File: src/rtl/ldmon_pkg.sv
package ldmon_pkg;
  localparam int ADDR_W   = 64;
  localparam int SECT_LOG = 6;
  localparam int MIN_LOG  = 25;
  localparam int SIZE_W   = 4;

  typedef enum logic [1:0] {
    SEL_REGION  = 2'd0,
    SEL_SECTION = 2'd1,
    SEL_CTL     = 2'd2,
    SEL_NONE    = 2'd3
  } cfgSel_e;

  typedef struct packed {
    logic wrRegion;
    logic wrSection;
  } dpStrobe_t;
endpackage

File: src/rtl/ldmon_datapath.sv
module ldmon_datapath
  import ldmon_pkg::*;
#(
  parameter int AW  = ADDR_W,
  parameter int SL  = SECT_LOG,
  parameter int ML  = MIN_LOG,
  parameter int SW  = SIZE_W
) (
  input  logic          clk,
  input  logic          rstN,
  input  dpStrobe_t     strobe,
  input  logic [AW-1:0] wrData,
  input  logic [AW-1:0] ldAddr,
  output logic          regionHit,
  output logic          sectionOn
);
  localparam int SECTS = 1 << SL;
  localparam int SH_W  = $clog2(AW) + 1;

  logic [AW-1:ML]   baseQ;
  logic [SW-1:0]    sizeQ;
  logic [SECTS-1:0] sectQ;

  always_ff @(posedge clk) begin
    if (!rstN) begin
      baseQ <= '0;
      sizeQ <= '0;
      sectQ <= '0;
    end else begin
      if (strobe.wrRegion) begin
        baseQ <= wrData[AW-1:ML];
        sizeQ <= wrData[SW-1:0];
      end
      if (strobe.wrSection) sectQ <= wrData[SECTS-1:0];
    end
  end

  logic [SH_W-1:0] regionLog;
  logic [SH_W-1:0] sectLog;
  logic [AW-1:0]   highMask;
  logic [AW-1:0]   baseFull;
  logic [AW-1:0]   shifted;
  logic [SL-1:0]   sectIdx;

  always_comb begin
    regionLog = SH_W'(ML) + SH_W'(sizeQ);
    sectLog   = regionLog - SH_W'(SL);
    highMask  = {AW{1'b1}} << regionLog;
    baseFull  = {baseQ, {ML{1'b0}}};
    regionHit = ((ldAddr ^ baseFull) & highMask) == '0;
    shifted   = ldAddr >> sectLog;
    sectIdx   = shifted[SL-1:0];
  end

  logic [SECTS-1:0] sectMatch;
  for (genvar i = 0; i < SECTS; i++) begin : g_sect
    assign sectMatch[i] = sectQ[i] && (sectIdx == SL'(i));
  end
  assign sectionOn = |sectMatch;

  // at most one section decodes as selected
  assert_one_section_R2: assert property (@(posedge clk) disable iff (!rstN)
    $onehot0(sectMatch));
  // region registers hold when no region write arrives
  assert_region_hold_R9: assert property (@(posedge clk) disable iff (!rstN)
    !strobe.wrRegion |=> $stable(baseQ) && $stable(sizeQ));
endmodule

File: src/rtl/ldmon_ctrl.sv
module ldmon_ctrl
  import ldmon_pkg::*;
(
  input  logic      clk,
  input  logic      rstN,
  input  logic      cfgWrEn,
  input  logic [1:0] cfgSel,
  input  logic [2:0] ctlData,
  input  logic      ldValid,
  input  logic      ldMonitored,
  input  logic      regionHit,
  input  logic      sectionOn,
  output dpStrobe_t strobe,
  output logic      evtBranchReq,
  output logic      ldSuppress,
  output logic      ldWriteback,
  output logic      globalEn,
  output logic      monEn,
  output logic      monOccur
);
  logic armed;
  logic wrCtl;
  logic gNext, mNext, oNext;

  always_comb begin
    strobe.wrRegion  = cfgWrEn && (cfgSel == SEL_REGION);
    strobe.wrSection = cfgWrEn && (cfgSel == SEL_SECTION);
    wrCtl            = cfgWrEn && (cfgSel == SEL_CTL);
    armed            = globalEn && monEn;
    evtBranchReq     = ldValid && ldMonitored && armed && regionHit && sectionOn;
    ldSuppress       = evtBranchReq;
    ldWriteback      = ldValid && !evtBranchReq;

    gNext = wrCtl ? ctlData[2] : globalEn;
    mNext = wrCtl ? ctlData[1] : monEn;
    oNext = wrCtl ? ctlData[0] : monOccur;
    if (evtBranchReq) begin
      mNext = 1'b0;
      oNext = 1'b1;
    end
  end

  always_ff @(posedge clk) begin
    if (!rstN) begin
      globalEn <= 1'b0;
      monEn    <= 1'b0;
      monOccur <= 1'b0;
    end else begin
      globalEn <= gNext;
      monEn    <= mNext;
      monOccur <= oNext;
    end
  end

  // taking the event disarms and records the occurrence
  assert_take_flips_R5: assert property (@(posedge clk) disable iff (!rstN)
    evtBranchReq |=> !monEn && monOccur);
  // global enable survives the event when nothing rewrites it
  assert_global_kept_R5: assert property (@(posedge clk) disable iff (!rstN)
    evtBranchReq && !wrCtl |=> $stable(globalEn));
  // plain loads are never flagged
  assert_plain_quiet_R6: assert property (@(posedge clk) disable iff (!rstN)
    ldValid && !ldMonitored |-> !evtBranchReq);
  // the faulting load gets no writeback
  assert_no_writeback_R7: assert property (@(posedge clk) disable iff (!rstN)
    evtBranchReq |-> ldSuppress && !ldWriteback);
  // occurred flag holds while disarmed and untouched
  assert_occur_hold_R8: assert property (@(posedge clk) disable iff (!rstN)
    !monEn && !wrCtl |=> $stable(monOccur));
endmodule

File: src/rtl/ldmon_detector.sv
module ldmon_detector
  import ldmon_pkg::*;
(
  input  logic        clk,
  input  logic        rstN,
  input  logic        ldValid,
  input  logic        ldMonitored,
  input  logic [63:0] ldAddr,
  input  logic        cfgWrEn,
  input  logic [1:0]  cfgSel,
  input  logic [63:0] cfgWrData,
  output logic        evtBranchReq,
  output logic        ldSuppress,
  output logic        ldWriteback,
  output logic        ctlGlobalEn,
  output logic        ctlMonEn,
  output logic        ctlMonOccur
);
  dpStrobe_t strobe;
  logic      regionHit;
  logic      sectionOn;

  ldmon_datapath u_dp (
    .clk       (clk),
    .rstN      (rstN),
    .strobe    (strobe),
    .wrData    (cfgWrData),
    .ldAddr    (ldAddr),
    .regionHit (regionHit),
    .sectionOn (sectionOn)
  );

  ldmon_ctrl u_ctrl (
    .clk          (clk),
    .rstN         (rstN),
    .cfgWrEn      (cfgWrEn),
    .cfgSel       (cfgSel),
    .ctlData      (cfgWrData[2:0]),
    .ldValid      (ldValid),
    .ldMonitored  (ldMonitored),
    .regionHit    (regionHit),
    .sectionOn    (sectionOn),
    .strobe       (strobe),
    .evtBranchReq (evtBranchReq),
    .ldSuppress   (ldSuppress),
    .ldWriteback  (ldWriteback),
    .globalEn     (ctlGlobalEn),
    .monEn        (ctlMonEn),
    .monOccur     (ctlMonOccur)
  );

  // no event unless both enables were set
  assert_armed_only_R3: assert property (@(posedge clk) disable iff (!rstN)
    evtBranchReq |-> ctlGlobalEn && ctlMonEn);
endmodule

File: config.mk
export PLATFORM = sky130hd
export DESIGN_NAME = ldmon_detector
export DESIGN_NICKNAME = d
export VERILOG_FILES = /design/src/rtl/ldmon_pkg.sv /design/src/rtl/ldmon_datapath.sv /design/src/rtl/ldmon_ctrl.sv /design/src/rtl/ldmon_detector.sv
export SDC_FILE = /design/constraint.sdc
export NUM_CORES = 1
export LEC_CHECK = 0
export CAP_MARGIN = 20
export CELL_PAD_IN_SITES_DETAIL_PLACEMENT = 1
export CELL_PAD_IN_SITES_GLOBAL_PLACEMENT = 1
export CORE_MARGIN = 1
export CORE_UTILIZATION = 44
export CTS_BUF_LIST = sky130_fd_sc_hd__clkbuf_8 sky130_fd_sc_hd__clkbuf_16
export DETAILED_ROUTE_END_ITERATION = 8
export PLACE_DENSITY_LB_ADDON = 0.1
export SLEW_MARGIN = 20
export SYNTH_ARGS = -nofsm -noshare
export SYNTH_HDL_FRONTEND = slang
export SYNTH_SLANG_ARGS = --single-unit
File: constraint.sdc
create_clock -name clk -period 14.7 [get_ports clk]
set_clock_uncertainty 0.1 [all_clocks]
set_input_delay 4.41 -clock clk [delete_from_list [all_inputs] [get_ports clk]]
set_output_delay 4.41 -clock clk [all_outputs]
set_load 0.01 [all_outputs]
==> impl_metrics.toml <==
[detailed_routing]
routed-wl-met2_um = 14990
wl_met3_um = 1968
dr_total_vias = 8599
post_drt_wl_per_cell_um = 22.78
drt-met1-wl_um = 14340
finalWirelength_um = 31890
firstDrtPassIters = 5
viasPerCell = 6.142
top_layer_used = "met4"
drt_iter0_drc = 698
drcViolationCount = 0
ant_nets = 0

[clock_network]
ctsHoldBuffers = 0
insertion_delay_ps = 360
cts_resized = 0
cts-root-buf = "clkbuf_16"
cts_setup_buffers = 0
cts_tree = "built"
cts_sinks = 110
clk_pin_slew_ps = 80
clock_path_buffers = 2
h-tree-depth = 3
numCtsBuffers = 9

[min_path]
worstHoldPathCells = 2
worstHoldStart = "u_dp.sectQ[42]"
min_to = "u_dp.sectQ[42]"
min_path_type = "register to register"

[logic_synthesis]
ys_seq_elements = 110
postSynthAreaPerCell_um2 = 8.208
ys_warn_count = 0
ys.flop_type = "dfxtp_1"
yosysTopAreaCellShare = 0.2555
synthCells = 1050
synth_nets = 1192
netlist_area_mm2 = 0.008618
yosysUniqueCellTypes = 71
synth_area_leaders = "dfxtp_1 26%, nand2_1 11%, mux2i_1 10%"
ys_async_sr_fraction = 0
yosysSeqAreaShare = 0.2555
yosysTopAreaCell = "dfxtp_1"
synth_edf_count = 0

[critical_path]
slowest_delay_ps = 640
critPathLaunch = "ldAddr[24]"
reg2reg_depth = 18
r2r-end = "u_ctrl.monEn"
crit_buf_inv = 3
crit_chain = "clkdlybuf4s50_1 > mux2i_1 > mux4_2 > nor2b_1 > nor4_1 > mux2i_1 > buf_4 > nor3_1 > nand3_1 > and4_1 > a311oi_1 > a32oi_1 > and2_1 > clkdlybuf4s50_1"
cp-end-kind = "output pin"
cp.arrival_ps = 8980
critical_path_class = "primary input to output pin"
crit_path_max_fanout = 14
cp_slowest_cell = "nor4_1"
cp-start-kind = "primary input"
rr_startpoint = "u_dp.sizeQ[0]"
r2r_slack_ps = 7920
cp_top_family = "simple AND/OR/NAND/NOR gates"
crit_required_ps = 10190

[final_layout]
final_core_util = 0.5468
design_area_mm2 = 0.01036
fillerInstances = 2290
antennaDiodeCount = 0
nNetsFinal = 1277
drive_above_1_share = 0.08246
stdcell_count = 1400
synthToLayoutAreaGrowth_pct = 20.27
register_area_mm2 = 0.002206
multi_input_area_mm2 = 0.005997

[timing]
rsz0062_at_grt = "false"
timing.final.crit_period_ps = 13490
whs_ps = 372.0
slew_violations = 0
setup_tns_ps = 0
hold_viol = 0
worst_pin_slew_ps = 1122
setup_viol = 0
fin_ws_ps = 1213
slew_headroom = 0.2467
min_period_over_period = 0.9175
fmax_mhz = 74.15

[power_and_ir_drop]
p_comb_frac = 0.297
power_density_mw_per_mm2 = 77.41
sequentialPowerShare = 0.394
power_switching_mw = 0.2654
leakage_nw = 3.684
power_mw = 0.8023
p_clk_frac = 0.310
ir_worst_vdd_mv = 0.05570
switching_share = 0.3308
power.internal_mw = 0.5369

[die]
io_pins = 141
row_count = 50
dieWidth_um = 142.0
die-area_mm2 = 0.02015
start_util = 0.4547
core_region_area_mm2 = 0.01896
fp.dieH_um = 142.0

[global_routing]
grt_start_max_net_pins = 111
grt.overflow.total = 0
antenna_found_initial = 0
grt_pass1_wl_um = 49600
groute.usage.overall = 0.3212
grt_pass1_vias = 8654

[placement]
placed_cells = 1384
dpl_cell_area_mm2 = 0.01007
dpl_worst_slack_ps = 1279
portBuffers = 140
place_congestion = 0.9436
place_hpwl_um = 24180

[run_status]
status = "finished, final reports clean"

[run]
cap_violations = 0
[worst reg2reg max path: stages, from the launching register on]
cell and delay [ps]:
dfxtp_4 590, ha_1 600, inv_1 130, ha_1 550, inv_1 250, ha_1 540
buf_4 380, mux2i_1 150, mux4_2 470, nor2b_1 140, nor4_1 640, mux2i_1 160
buf_4 240, nor3_1 640, nand3_1 200, and4_1 250, a311oi_1 320, a32oi_1 130
and3_1 200
[power by group through the flow]
stage / sequential (mW) / clock, mW / combinational [mW]
after global routing: 0.317 / 0.266 / 0.253
final: 0.316 / 0.248 / 0.238
after CTS: 0.316 / 0.253 / 0.235
after global placement: 0.322 / 0 / 0.230
after detailed placement: 0.323 / 0 / 0.233
after floorplan: 0.319 / 0 / 0.138
[per-layer routing]
| layer | GRT usage | up-vias |
|---|---|---|
| met4 | 0.07187 | 0 |
| li1 | - | 3962 |
| met5 | 0 | - |
| met2 | 0.5377 | 337 |
| met1 | 0.4362 | 4251 |
| met3 | 0.04744 | 49 |
[logic make-up after synthesis]
group                      synth area share
and+or+nand+nor                      0.1944
AOI/OAI and AO/OA                    0.2281
muxes                                0.2147
DFF                                  0.2555
buffers and inverters               0.04965
xor gates and xnor gates            0.04747
adders and majority gates           0.01016
[placed cells by master (no fill, tap or decap), types with 9 or more instances in the layout]
cell             Yosys  routed
nand3_1             22      22
xnor2_1             12      12
mux2i_1             90      90
nand2_1            251     251
nor2b_1              9       9
a21boi_0           108     108
mux2_2              18      18
nor4_1               9       9
mux4_2              32      32
dfxtp_1            110     109
nor3_1              12      12
clkbuf_16            0       9
clkdlybuf4s50_1      0     139
buf_4                8      15
nor2_1              35      35
a21oi_1             41      41
xor2_1              31      31
a22oi_1             26      26
o21ai_0             26      26
[cell type report]
class,count,area share
Sequential cell,110,0.2128
Clock buffer,10,0.02306
Multi-Input combinational cell,851,0.5786
Timing Repair Buffer,155,0.1456
Tap cell,260,0.03139
Clock inverter,6,0.005674
Inverter,8,0.002897
[sequential cells by signal, indices dropped and copies added (netlist names)]
signal           count
u_dp.sectQ          64
u_dp.baseQ          39
u_dp.sizeQ           4
u_ctrl.globalEn      1
u_ctrl.monEn         1
u_ctrl.monOccur      1
[worst max-delay path by stage]
stage / end / slack [ps] / cells past startpoint
final: ldWriteback / 1210 / 14
after detailed placement: ldWriteback / 1280 / 12
after CTS: ldWriteback / 1260 / 12
after floorplan: ldWriteback / 2890 / 10
after global placement: ldWriteback / 1320 / 13
after global routing: ldWriteback / 1080 / 12
[cell usage after synthesis (8+ instances only)]
cell type  number
o21ai_0        26
mux4_2         32
xor2_1         31
nand2_1       251
a21oi_1        41
o22ai_1         8
inv_1           8
nor2_1         35
nor3_1         12
clkbuf_1       47
a211oi_1        8
nand4_1         8
buf_4           8
a21boi_0      108
nand3_1        22
buf_2          15
mux2_2         18
xnor2_1        12
nor2b_1         9
dfxtp_1       110
mux2i_1        90
a22oi_1        26
nor4_1          9
Power figures use the tool's default switching activity.
